==> src/rtl/acc_cpu_pkg.sv <==
package acc_cpu_pkg;

  localparam int OPC_LOAD  = 1;
  localparam int OPC_STORE = 2;
  localparam int OPC_ADD   = 3;
  localparam int OPC_SUB   = 4;
  localparam int OPC_INPUT = 5;

  typedef enum logic [3:0] {
    ST_F_ADDR, ST_F_WAIT, ST_F_CAP, ST_F_IR, ST_DECODE,
    ST_X_WAIT, ST_X_CAP, ST_X_EXE, ST_S_BUF, ST_S_WR, ST_HALT
  } seq_state_e;

  typedef enum logic [2:0] {
    SRC_NONE, SRC_PC, SRC_IRADDR, SRC_MBR, SRC_AC, SRC_INREG, SRC_MEM, SRC_ALU
  } bus_src_e;

  typedef struct packed {
    bus_src_e src;
    logic     ld_mar;
    logic     ld_mbr;
    logic     ld_ir;
    logic     ld_ac;
    logic     inc_pc;
    logic     rd;
    logic     wr;
    logic     sub;
  } uop_t;

endpackage

==> src/rtl/acc_alu.sv <==
module acc_alu #(
  parameter int DATA_W = 16
) (
  input  logic [DATA_W-1:0] a,
  input  logic [DATA_W-1:0] b,
  input  logic              sub,
  output logic [DATA_W-1:0] y
);
  always_comb begin
    if (sub) y = a - b;
    else     y = a + b;
  end
endmodule

==> src/rtl/acc_bus_mux.sv <==
module acc_bus_mux
  import acc_cpu_pkg::*;
#(
  parameter int DATA_W = 16,
  parameter int ADDR_W = 12
) (
  input  bus_src_e          src,
  input  logic [ADDR_W-1:0] pc,
  input  logic [DATA_W-1:0] ir,
  input  logic [DATA_W-1:0] mbr,
  input  logic [DATA_W-1:0] ac,
  input  logic [DATA_W-1:0] inreg,
  input  logic [DATA_W-1:0] mem,
  input  logic [DATA_W-1:0] alu,
  output logic [DATA_W-1:0] bus
);
  localparam int PAD_W = DATA_W - ADDR_W;

  always_comb begin
    unique case (src)
      SRC_PC:     bus = {{PAD_W{1'b0}}, pc};
      SRC_IRADDR: bus = {{PAD_W{1'b0}}, ir[ADDR_W-1:0]};
      SRC_MBR:    bus = mbr;
      SRC_AC:     bus = ac;
      SRC_INREG:  bus = inreg;
      SRC_MEM:    bus = mem;
      SRC_ALU:    bus = alu;
      default:    bus = '0;
    endcase
  end
endmodule

==> src/rtl/acc_seq_ctrl.sv <==
module acc_seq_ctrl
  import acc_cpu_pkg::*;
#(
  parameter int OP_W = 4
) (
  input  logic            clk,
  input  logic            rst_n,
  input  logic [OP_W-1:0] opcode,
  output uop_t            uop,
  output logic            halted
);
  localparam logic [OP_W-1:0] K_LOAD  = OP_W'(OPC_LOAD);
  localparam logic [OP_W-1:0] K_STORE = OP_W'(OPC_STORE);
  localparam logic [OP_W-1:0] K_ADD   = OP_W'(OPC_ADD);
  localparam logic [OP_W-1:0] K_SUB   = OP_W'(OPC_SUB);
  localparam logic [OP_W-1:0] K_INPUT = OP_W'(OPC_INPUT);

  seq_state_e state_q, state_d;

  always_ff @(posedge clk) begin
    if (!rst_n) state_q <= ST_F_ADDR;
    else        state_q <= state_d;
  end

  always_comb begin
    uop     = '0;
    uop.src = SRC_NONE;
    state_d = state_q;
    unique case (state_q)
      ST_F_ADDR: begin uop.src = SRC_PC;  uop.ld_mar = 1'b1; state_d = ST_F_WAIT; end
      ST_F_WAIT: begin uop.rd = 1'b1; uop.inc_pc = 1'b1;     state_d = ST_F_CAP;  end
      ST_F_CAP:  begin uop.src = SRC_MEM; uop.ld_mbr = 1'b1; state_d = ST_F_IR;   end
      ST_F_IR:   begin uop.src = SRC_MBR; uop.ld_ir  = 1'b1; state_d = ST_DECODE; end
      ST_DECODE: begin
        unique case (opcode)
          K_LOAD, K_ADD, K_SUB: begin
            uop.src = SRC_IRADDR; uop.ld_mar = 1'b1; state_d = ST_X_WAIT;
          end
          K_STORE: begin
            uop.src = SRC_IRADDR; uop.ld_mar = 1'b1; state_d = ST_S_BUF;
          end
          K_INPUT: begin
            uop.src = SRC_INREG; uop.ld_ac = 1'b1; state_d = ST_F_ADDR;
          end
          default: state_d = ST_HALT;
        endcase
      end
      ST_X_WAIT: begin uop.rd = 1'b1; state_d = ST_X_CAP; end
      ST_X_CAP:  begin uop.src = SRC_MEM; uop.ld_mbr = 1'b1; state_d = ST_X_EXE; end
      ST_X_EXE:  begin
        uop.src   = (opcode == K_LOAD) ? SRC_MBR : SRC_ALU;
        uop.sub   = (opcode == K_SUB);
        uop.ld_ac = 1'b1;
        state_d   = ST_F_ADDR;
      end
      ST_S_BUF:  begin uop.src = SRC_AC; uop.ld_mbr = 1'b1; state_d = ST_S_WR; end
      ST_S_WR:   begin uop.wr = 1'b1; state_d = ST_F_ADDR; end
      default:   state_d = ST_HALT;
    endcase
  end

  assign halted = (state_q == ST_HALT);
endmodule

==> src/rtl/acc_cpu_seq.sv <==
module acc_cpu_seq
  import acc_cpu_pkg::*;
#(
  parameter int DATA_W = 16,
  parameter int ADDR_W = 12,
  parameter int OP_W   = 4
) (
  input  logic              clk,
  input  logic              rst_n,
  output logic [ADDR_W-1:0] mem_addr,
  output logic              mem_rd,
  output logic              mem_wr,
  output logic [DATA_W-1:0] mem_wdata,
  input  logic [DATA_W-1:0] mem_rdata,
  input  logic [DATA_W-1:0] in_data,
  output logic [DATA_W-1:0] acc_out,
  output logic [ADDR_W-1:0] pc_out,
  output logic              halted
);
  localparam int OPC_LSB = DATA_W - OP_W;

  logic [ADDR_W-1:0] pc_q, mar_q;
  logic [DATA_W-1:0] mbr_q, ir_q, ac_q;
  logic [DATA_W-1:0] bus, alu_y;
  uop_t              uop;

  acc_seq_ctrl #(.OP_W(OP_W)) ctrl_i (
    .clk    (clk),
    .rst_n  (rst_n),
    .opcode (ir_q[DATA_W-1:OPC_LSB]),
    .uop    (uop),
    .halted (halted)
  );

  acc_alu #(.DATA_W(DATA_W)) alu_i (
    .a   (ac_q),
    .b   (mbr_q),
    .sub (uop.sub),
    .y   (alu_y)
  );

  acc_bus_mux #(.DATA_W(DATA_W), .ADDR_W(ADDR_W)) bus_i (
    .src   (uop.src),
    .pc    (pc_q),
    .ir    (ir_q),
    .mbr   (mbr_q),
    .ac    (ac_q),
    .inreg (in_data),
    .mem   (mem_rdata),
    .alu   (alu_y),
    .bus   (bus)
  );

  always_ff @(posedge clk) begin
    if (!rst_n) begin
      pc_q  <= '0;
      mar_q <= '0;
      mbr_q <= '0;
      ir_q  <= '0;
      ac_q  <= '0;
    end else begin
      if (uop.inc_pc) pc_q  <= pc_q + ADDR_W'(1);
      if (uop.ld_mar) mar_q <= bus[ADDR_W-1:0];
      if (uop.ld_mbr) mbr_q <= bus;
      if (uop.ld_ir)  ir_q  <= bus;
      if (uop.ld_ac)  ac_q  <= bus;
    end
  end

  assign mem_addr  = mar_q;
  assign mem_rd    = uop.rd;
  assign mem_wr    = uop.wr;
  assign mem_wdata = mbr_q;
  assign acc_out   = ac_q;
  assign pc_out    = pc_q;
endmodule

==> config.mk <==
export PLATFORM = sky130hd
export DESIGN_NAME = acc_cpu_seq
export DESIGN_NICKNAME = d
export VERILOG_FILES = /design/src/rtl/acc_cpu_pkg.sv /design/src/rtl/acc_alu.sv /design/src/rtl/acc_bus_mux.sv /design/src/rtl/acc_seq_ctrl.sv /design/src/rtl/acc_cpu_seq.sv
export SDC_FILE = /design/constraint.sdc
export NUM_CORES = 1
export LEC_CHECK = 0
export BUFFER_PORTS_ARGS = -buffer_cell sky130_fd_sc_hd__buf_2
export CAP_MARGIN = 10
export CORE_UTILIZATION = 42
export DETAILED_ROUTE_END_ITERATION = 6
export GPL_TIMING_DRIVEN = 0
export PLACE_DENSITY = 0.66
export SLEW_MARGIN = 0
export SYNTH_ARGS = -nofsm -noshare
export SYNTH_HDL_FRONTEND = slang
export SYNTH_SLANG_ARGS = --single-unit
==> constraint.sdc <==
create_clock -name clk -period 3.3 [get_ports clk]
set_input_delay 0.495 -clock clk [delete_from_list [all_inputs] [get_ports clk]]
set_output_delay 0.495 -clock clk [all_outputs]
set_load 0.05 [all_outputs]
# Word-level counts from Yosys, hierarchy flattened
# Cells that the tools add are included.
# Widths: inputs -> output; s select.
# op_classes
muxes,17
n_addsub,3
n_reduce_logical,7
n_eq_ne,22
# op_table
op,count
$pmux 16 s7,1
$pmux 4 s9,1
$eq 4x3->1 const B,6
$pmux 3 s6,1
$add 16x16->16,1
$eq 4x2->1 const B,4
$mux 16,1
$sub 16x16->16,1
$add 12x1->12 const B,1
$eq 3x3->1 const B,4
$eq 4x4->1 const B,3
$pmux 4 s3,1
$eq 4x1->1 const B,2
$mux 1,8
$eq 3x2->1 const B,2
$pmux 3 s2,1
$reduce_or 2->1,3
$reduce_or 3->1,2
$logic_not 4->1,1
$pmux 1 s2,2
$reduce_or 4->1,1
$eq 3x1->1 const B,1
$mux 3,1
# totals
elab_cells,55
input_bits,34
ff_bits,76
output_inout_bits,59

# Depth between registers and ports, before layout
# logic_depth
ltp_word,6
mapped_depth,14

# By module
# A second synthesis with hierarchy kept.
# unflattened
hier_cells,571
area_unflattened_um2,4956.0
# modules_own_cells
mod,instances,area_per_inst_um2,cells_per_inst,seq_area_each_um2
acc_cpu_seq,1,2612.5,252,1441.4
acc_alu,1,988.4,136,0.0
acc_bus_mux,1,922.1,124,0.0
acc_seq_ctrl,1,432.9,59,80.1

# Worst setup path before layout
# No wires, ideal clock.
# synth_timing
kind,register to register
startpoint,reg ir_q[14]
endpoint,"reg ac_q[14], in the netlist acc_out[14]"
setup_ns,0.123
synth_period_minus_slack_ns,3.415
required_time_ns,3.177
path_slack_ns,-0.115
arrival_ns,3.292
path_stages_with_launch,14
path_cell_list,dfxtp_1 -> or3b_1 -> buf_2 -> or3_1 -> clkbuf_1 -> nor2_1 -> a21oi_1 -> fa_1 -> a21o_1 -> a221oi_1 -> o21ai_0 -> a31oi_1 -> xor2_1 -> o22ai_1
# synth_via
elab_chain_cells,6
elab_cells_between_ends,21
# synth_rtl
element,line,source
from (decl),acc_cpu_seq.sv:23,"logic [DATA_W-1:0] mbr_q, ir_q, ac_q;"
from (signal assigned),acc_cpu_seq.sv:65,if (uop.ld_ir) ir_q <= bus;
$eq 4x2->1 (tied with other cells),acc_seq_ctrl.sv:35,unique case (opcode)
$reduce_or 4->1 (no source line),-,
$pmux 3 s2,acc_seq_ctrl.sv:35,
$pmux 3 s6,acc_seq_ctrl.sv:29,unique case (state_q)
$eq 3x3->1 (tied with other cells),acc_bus_mux.sv:20,unique case (src)
$pmux 16 s7,acc_bus_mux.sv:20,
to (signal assigned),acc_cpu_seq.sv:66,if (uop.ld_ac) ac_q <= bus;
to (decl),acc_cpu_seq.sv:23,
# Several ways; a longest one is shown, not always the timed one.
# A chain may end at the register's enable or synchronous reset.

# Worst setup path in the final report
# layout_timing
startpoint,reg ir_q[12]
endpoint,reg ir_q[6]
# layout_via
elab_chain_cells,6
elab_cells_between_ends,19
# layout_rtl
element,line
$eq 4x2->1 (tied with other cells),acc_seq_ctrl.sv:35
$reduce_or 4->1 (no source line),-
$pmux 3 s2,acc_seq_ctrl.sv:35
$pmux 3 s6,acc_seq_ctrl.sv:29
$eq 3x3->1 (tied with other cells),acc_bus_mux.sv:20
$pmux 16 s7 (*),acc_bus_mux.sv:20
# Mark *: on every way between the ends. The rest lies on a longest branch, timed or not.

==> run summary <==
Pwr dens -> 948 mW/mm²
Setup violations, final -> 0
First drt pass iteration count -> 5
CTS Buf Count -> 9
Post-DP HPWL -> 12.3 mm
Worst slew pin tran -> 1.22 ns
Hold path start -> in_data[4]
DR DRC count -> 0
Async S/R FF share, synth -> 0
CTS tree -> yes
Final Slew Violations -> 0
Main flop type after synthesis -> dfxtp_1
Critical Path RT -> 3.54 ns
Pleak -> 2.35 nW
Worst reg2reg setup slack -> 0.05 ns
P&R area growth vs syn -> 23.7%
Syn_area_per_cell -> 7.97 µm²
Slew HR -> 0.185
CORE AREA -> 0.0108 mm²
Placement Cell Area -> 0.00530 mm²
Hold Path Depth -> 3
Routed wire length -> 16.7 mm
CTS max path bufs -> 2
Crit Path Max Fanout -> 7
Post-synth EDFFs -> 0
CTS sink count -> 76
Fin crit period -> 3.25 ns
Global Route Usage Sum -> 0.292
Syn_nets -> 637
Htree depth -> 3
Fillers -> 1050
Tcrit/Tclk final -> 0.986
VDD IR max -> 0.000527 V
WL/cell -> 19.8 µm
DRT iter0 DRCs -> 512
Post-Synthesis Cell Area -> 0.00466 mm²
CP Capture Type -> flip-flop
Type of the worst min-delay path -> in2reg
Gp weighted congestion -> 0.900
Die height -> 107 µm
RSZ-0062 raised after global routing -> true
Hold-fix buffers, CTS -> 0
CTS clk-pin slew, worst paths -> 0.09 ns
Initial antenna violation count -> 0
Vias per cell -> 6.05
Cell variety after synth -> 68
DR vias -> 5092
Final net count -> 749
Crit start category -> flip-flop
Yosys reg bits -> 76
Antenna Nets Post-Route -> 0
Syn. warnings -> 0
Reg2reg start -> ir_q[12]
Die X -> 107 µm
Final global-route overflow total -> 0
Die ar. -> 0.0115 mm²
Clk_lat worst skew -> 0.37 ns
Sequential area share after synthesis -> 0.326
Post-route cell area -> 0.00576 mm²
Worst Setup Path Type -> reg2reg
Clock root buffer -> clkbuf_8
Layout cells sized above 1 -> 0.255
Peak Freq -> 307 MHz
Max-cap violation count -> 0
Hold slack -> 0.475 ns
Hold Path Sink -> mem_wdata[4]
Critical Path AT -> 3.49 ns
IO Pins -> 93
Starting Density -> 0.430
Clk_skew -> 0.0112 ns
Worst r2r dst -> ir_q[6]
Num rows -> 38
Largest net degree at the start of global routing -> 16
Fin. Hold Viols -> 0
First-pass GRT wire length -> 25.4 mm
Status -> finished clean
Vias in the first global route -> 4735
Mapped Cells -> 585
ANT cells -> 0
Reg2reg path depth -> 11
Port Buffer Count -> 91
[metrics by stage]
stage          TNS [ns]  total power [mW]  worst slack (ns)  std cells   util
5_1_grt          -0.295              5.81           -0.0370        842  0.532
4_1_cts               0              5.28          0.000876        838  0.520
2_1_floorplan         0              3.63            0.0373        585      -
6_report              0              5.47            0.0476        842  0.532
3_3_place_gp     -15.13              4.28            -0.833        816  0.489
3_5_place_dp     -18.93              4.34            -0.946        816  0.489
[sequential cells by signal, indices dropped and copies added (netlist names)]
| name | count |
|---|---|
| acc_out | 16 |
| ir_q | 16 |
| mem_wdata | 16 |
| mem_addr | 12 |
| pc_out | 12 |
| ctrl_i.state_q | 4 |
[report_power, final]
part	total [mW]	internal, mW	switching (mW)
clock network	0.773	0.363	0.410
registers	1.25	1.08	0.170
logic	3.44	1.27	2.18
total	5.47	2.71	2.76
[cell usage after synthesis (4+ instances only)]
| master | instances | share of area |
|---|---|---|
| a211oi_1 | 8 | 0.013 |
| a21o_1 | 5 | 0.0081 |
| a21oi_1 | 80 | 0.086 |
| a221o_1 | 5 | 0.011 |
| a221oi_1 | 6 | 0.011 |
| a22oi_1 | 11 | 0.018 |
| a31oi_1 | 4 | 0.0054 |
| and3_1 | 6 | 0.0081 |
| buf_2 | 12 | 0.013 |
| clkbuf_1 | 22 | 0.018 |
| dfxtp_1 | 76 | 0.33 |
| ha_1 | 17 | 0.046 |
| inv_1 | 9 | 0.0072 |
| mux2i_1 | 8 | 0.017 |
| nand2_1 | 35 | 0.028 |
| nand2b_1 | 8 | 0.011 |
| nand3_1 | 8 | 0.0086 |
| nand4_1 | 7 | 0.0094 |
| nor2_1 | 67 | 0.054 |
| nor3_1 | 11 | 0.012 |
| nor3b_1 | 6 | 0.0097 |
| nor4_1 | 5 | 0.0067 |
| o21a_1 | 5 | 0.0081 |
| o21ai_0 | 48 | 0.052 |
| o21ai_1 | 8 | 0.0086 |
| o22ai_1 | 7 | 0.0094 |
| o31ai_1 | 5 | 0.0081 |
| xnor2_1 | 23 | 0.043 |
| xor2_1 | 14 | 0.026 |
[critical path, stage by stage, from the launching register on]
cell and delay [ns]:
dfxtp_4 0.37, or3b_1 0.39, buf_6 0.14, or3_4 0.40, nand2_1 0.11, xor2_1 0.18, ha_1 0.28, buf_4 0.16
a221oi_4 0.41, xnor2_2 0.14, a221oi_4 0.43, a21oi_1 0.11
[final cells by class]
type | count | area [µm²] | share of cell area
buffer | 37 | 191 | 0.0332
sequential | 76 | 1530 | 0.266
clock buffer | 9 | 124 | 0.0215
tap | 140 | 175 | 0.0304
clock inverter | 7 | 82.6 | 0.0143
timing repair buffer | 104 | 553 | 0.0959
inverter | 10 | 37.5 | 0.00651
multi-input combinational | 459 | 3070 | 0.532
[kinds of logic (layout without fill, tap and decap cells)]
family	count (synthesis)	in the layout	share of synthesized area
AO/OA/AOI/OAI	216	216	0.292
AND/OR/NAND/NOR	180	180	0.197
flip-flops	76	76	0.326
buffers and inverters	50	167	0.0475
XOR/XNOR	37	37	0.0695
adder cells (fa/ha/maj)	18	18	0.0499
multiplexers	8	8	0.0172
[cells in the final DEF (no fill, tap or decap), drive strengths merged, types with 6 or more instances in the layout]
| cell | count |
|---|---|
| nand3 | 8 |
| a21oi | 82 |
| nand2 | 35 |
| inv | 14 |
| and3 | 7 |
| nand4 | 7 |
| nor3b | 6 |
| a211oi | 10 |
| buf | 122 |
| xor2 | 14 |
| a22oi | 11 |
| a221oi | 7 |
| nand2b | 8 |
| xnor2 | 23 |
| clkbuf | 28 |
| nor3 | 11 |
| mux2i | 8 |
| dfxtp | 76 |
| nor2 | 67 |
| o21ai | 56 |
| o22ai | 7 |
| ha | 17 |
[how the worst max path moves through the flow]
stage | start | end
2_1_floorplan | ir_q[14] | acc_out[14]
3_3_place_gp | ir_q[14] | mem_addr[9]
3_5_place_dp | ir_q[14] | mem_addr[9]
4_1_cts | ir_q[12] | acc_out[6]
5_1_grt | ctrl_i.state_q[0] | ir_q[9]
6_report | ir_q[12] | ir_q[6]
[per-layer routing]
layer  vias to the layer above  track usage  part of all wire
li1                       2368            -                 -
met1                      2422        0.390              0.43
met2                       252        0.473              0.46
met3                        50       0.0484             0.083
met4                         0        0.107             0.033
met5                         -            0                 0
[timing repair]
action	in CTS	in global routing
setup buffers	7	6
pin swaps	11	17
resized for setup	22	24
endpoints found under the hold margin	0	0
setup endpoints to repair	40	36
Note: power is estimated with default switching activity, not from simulation.
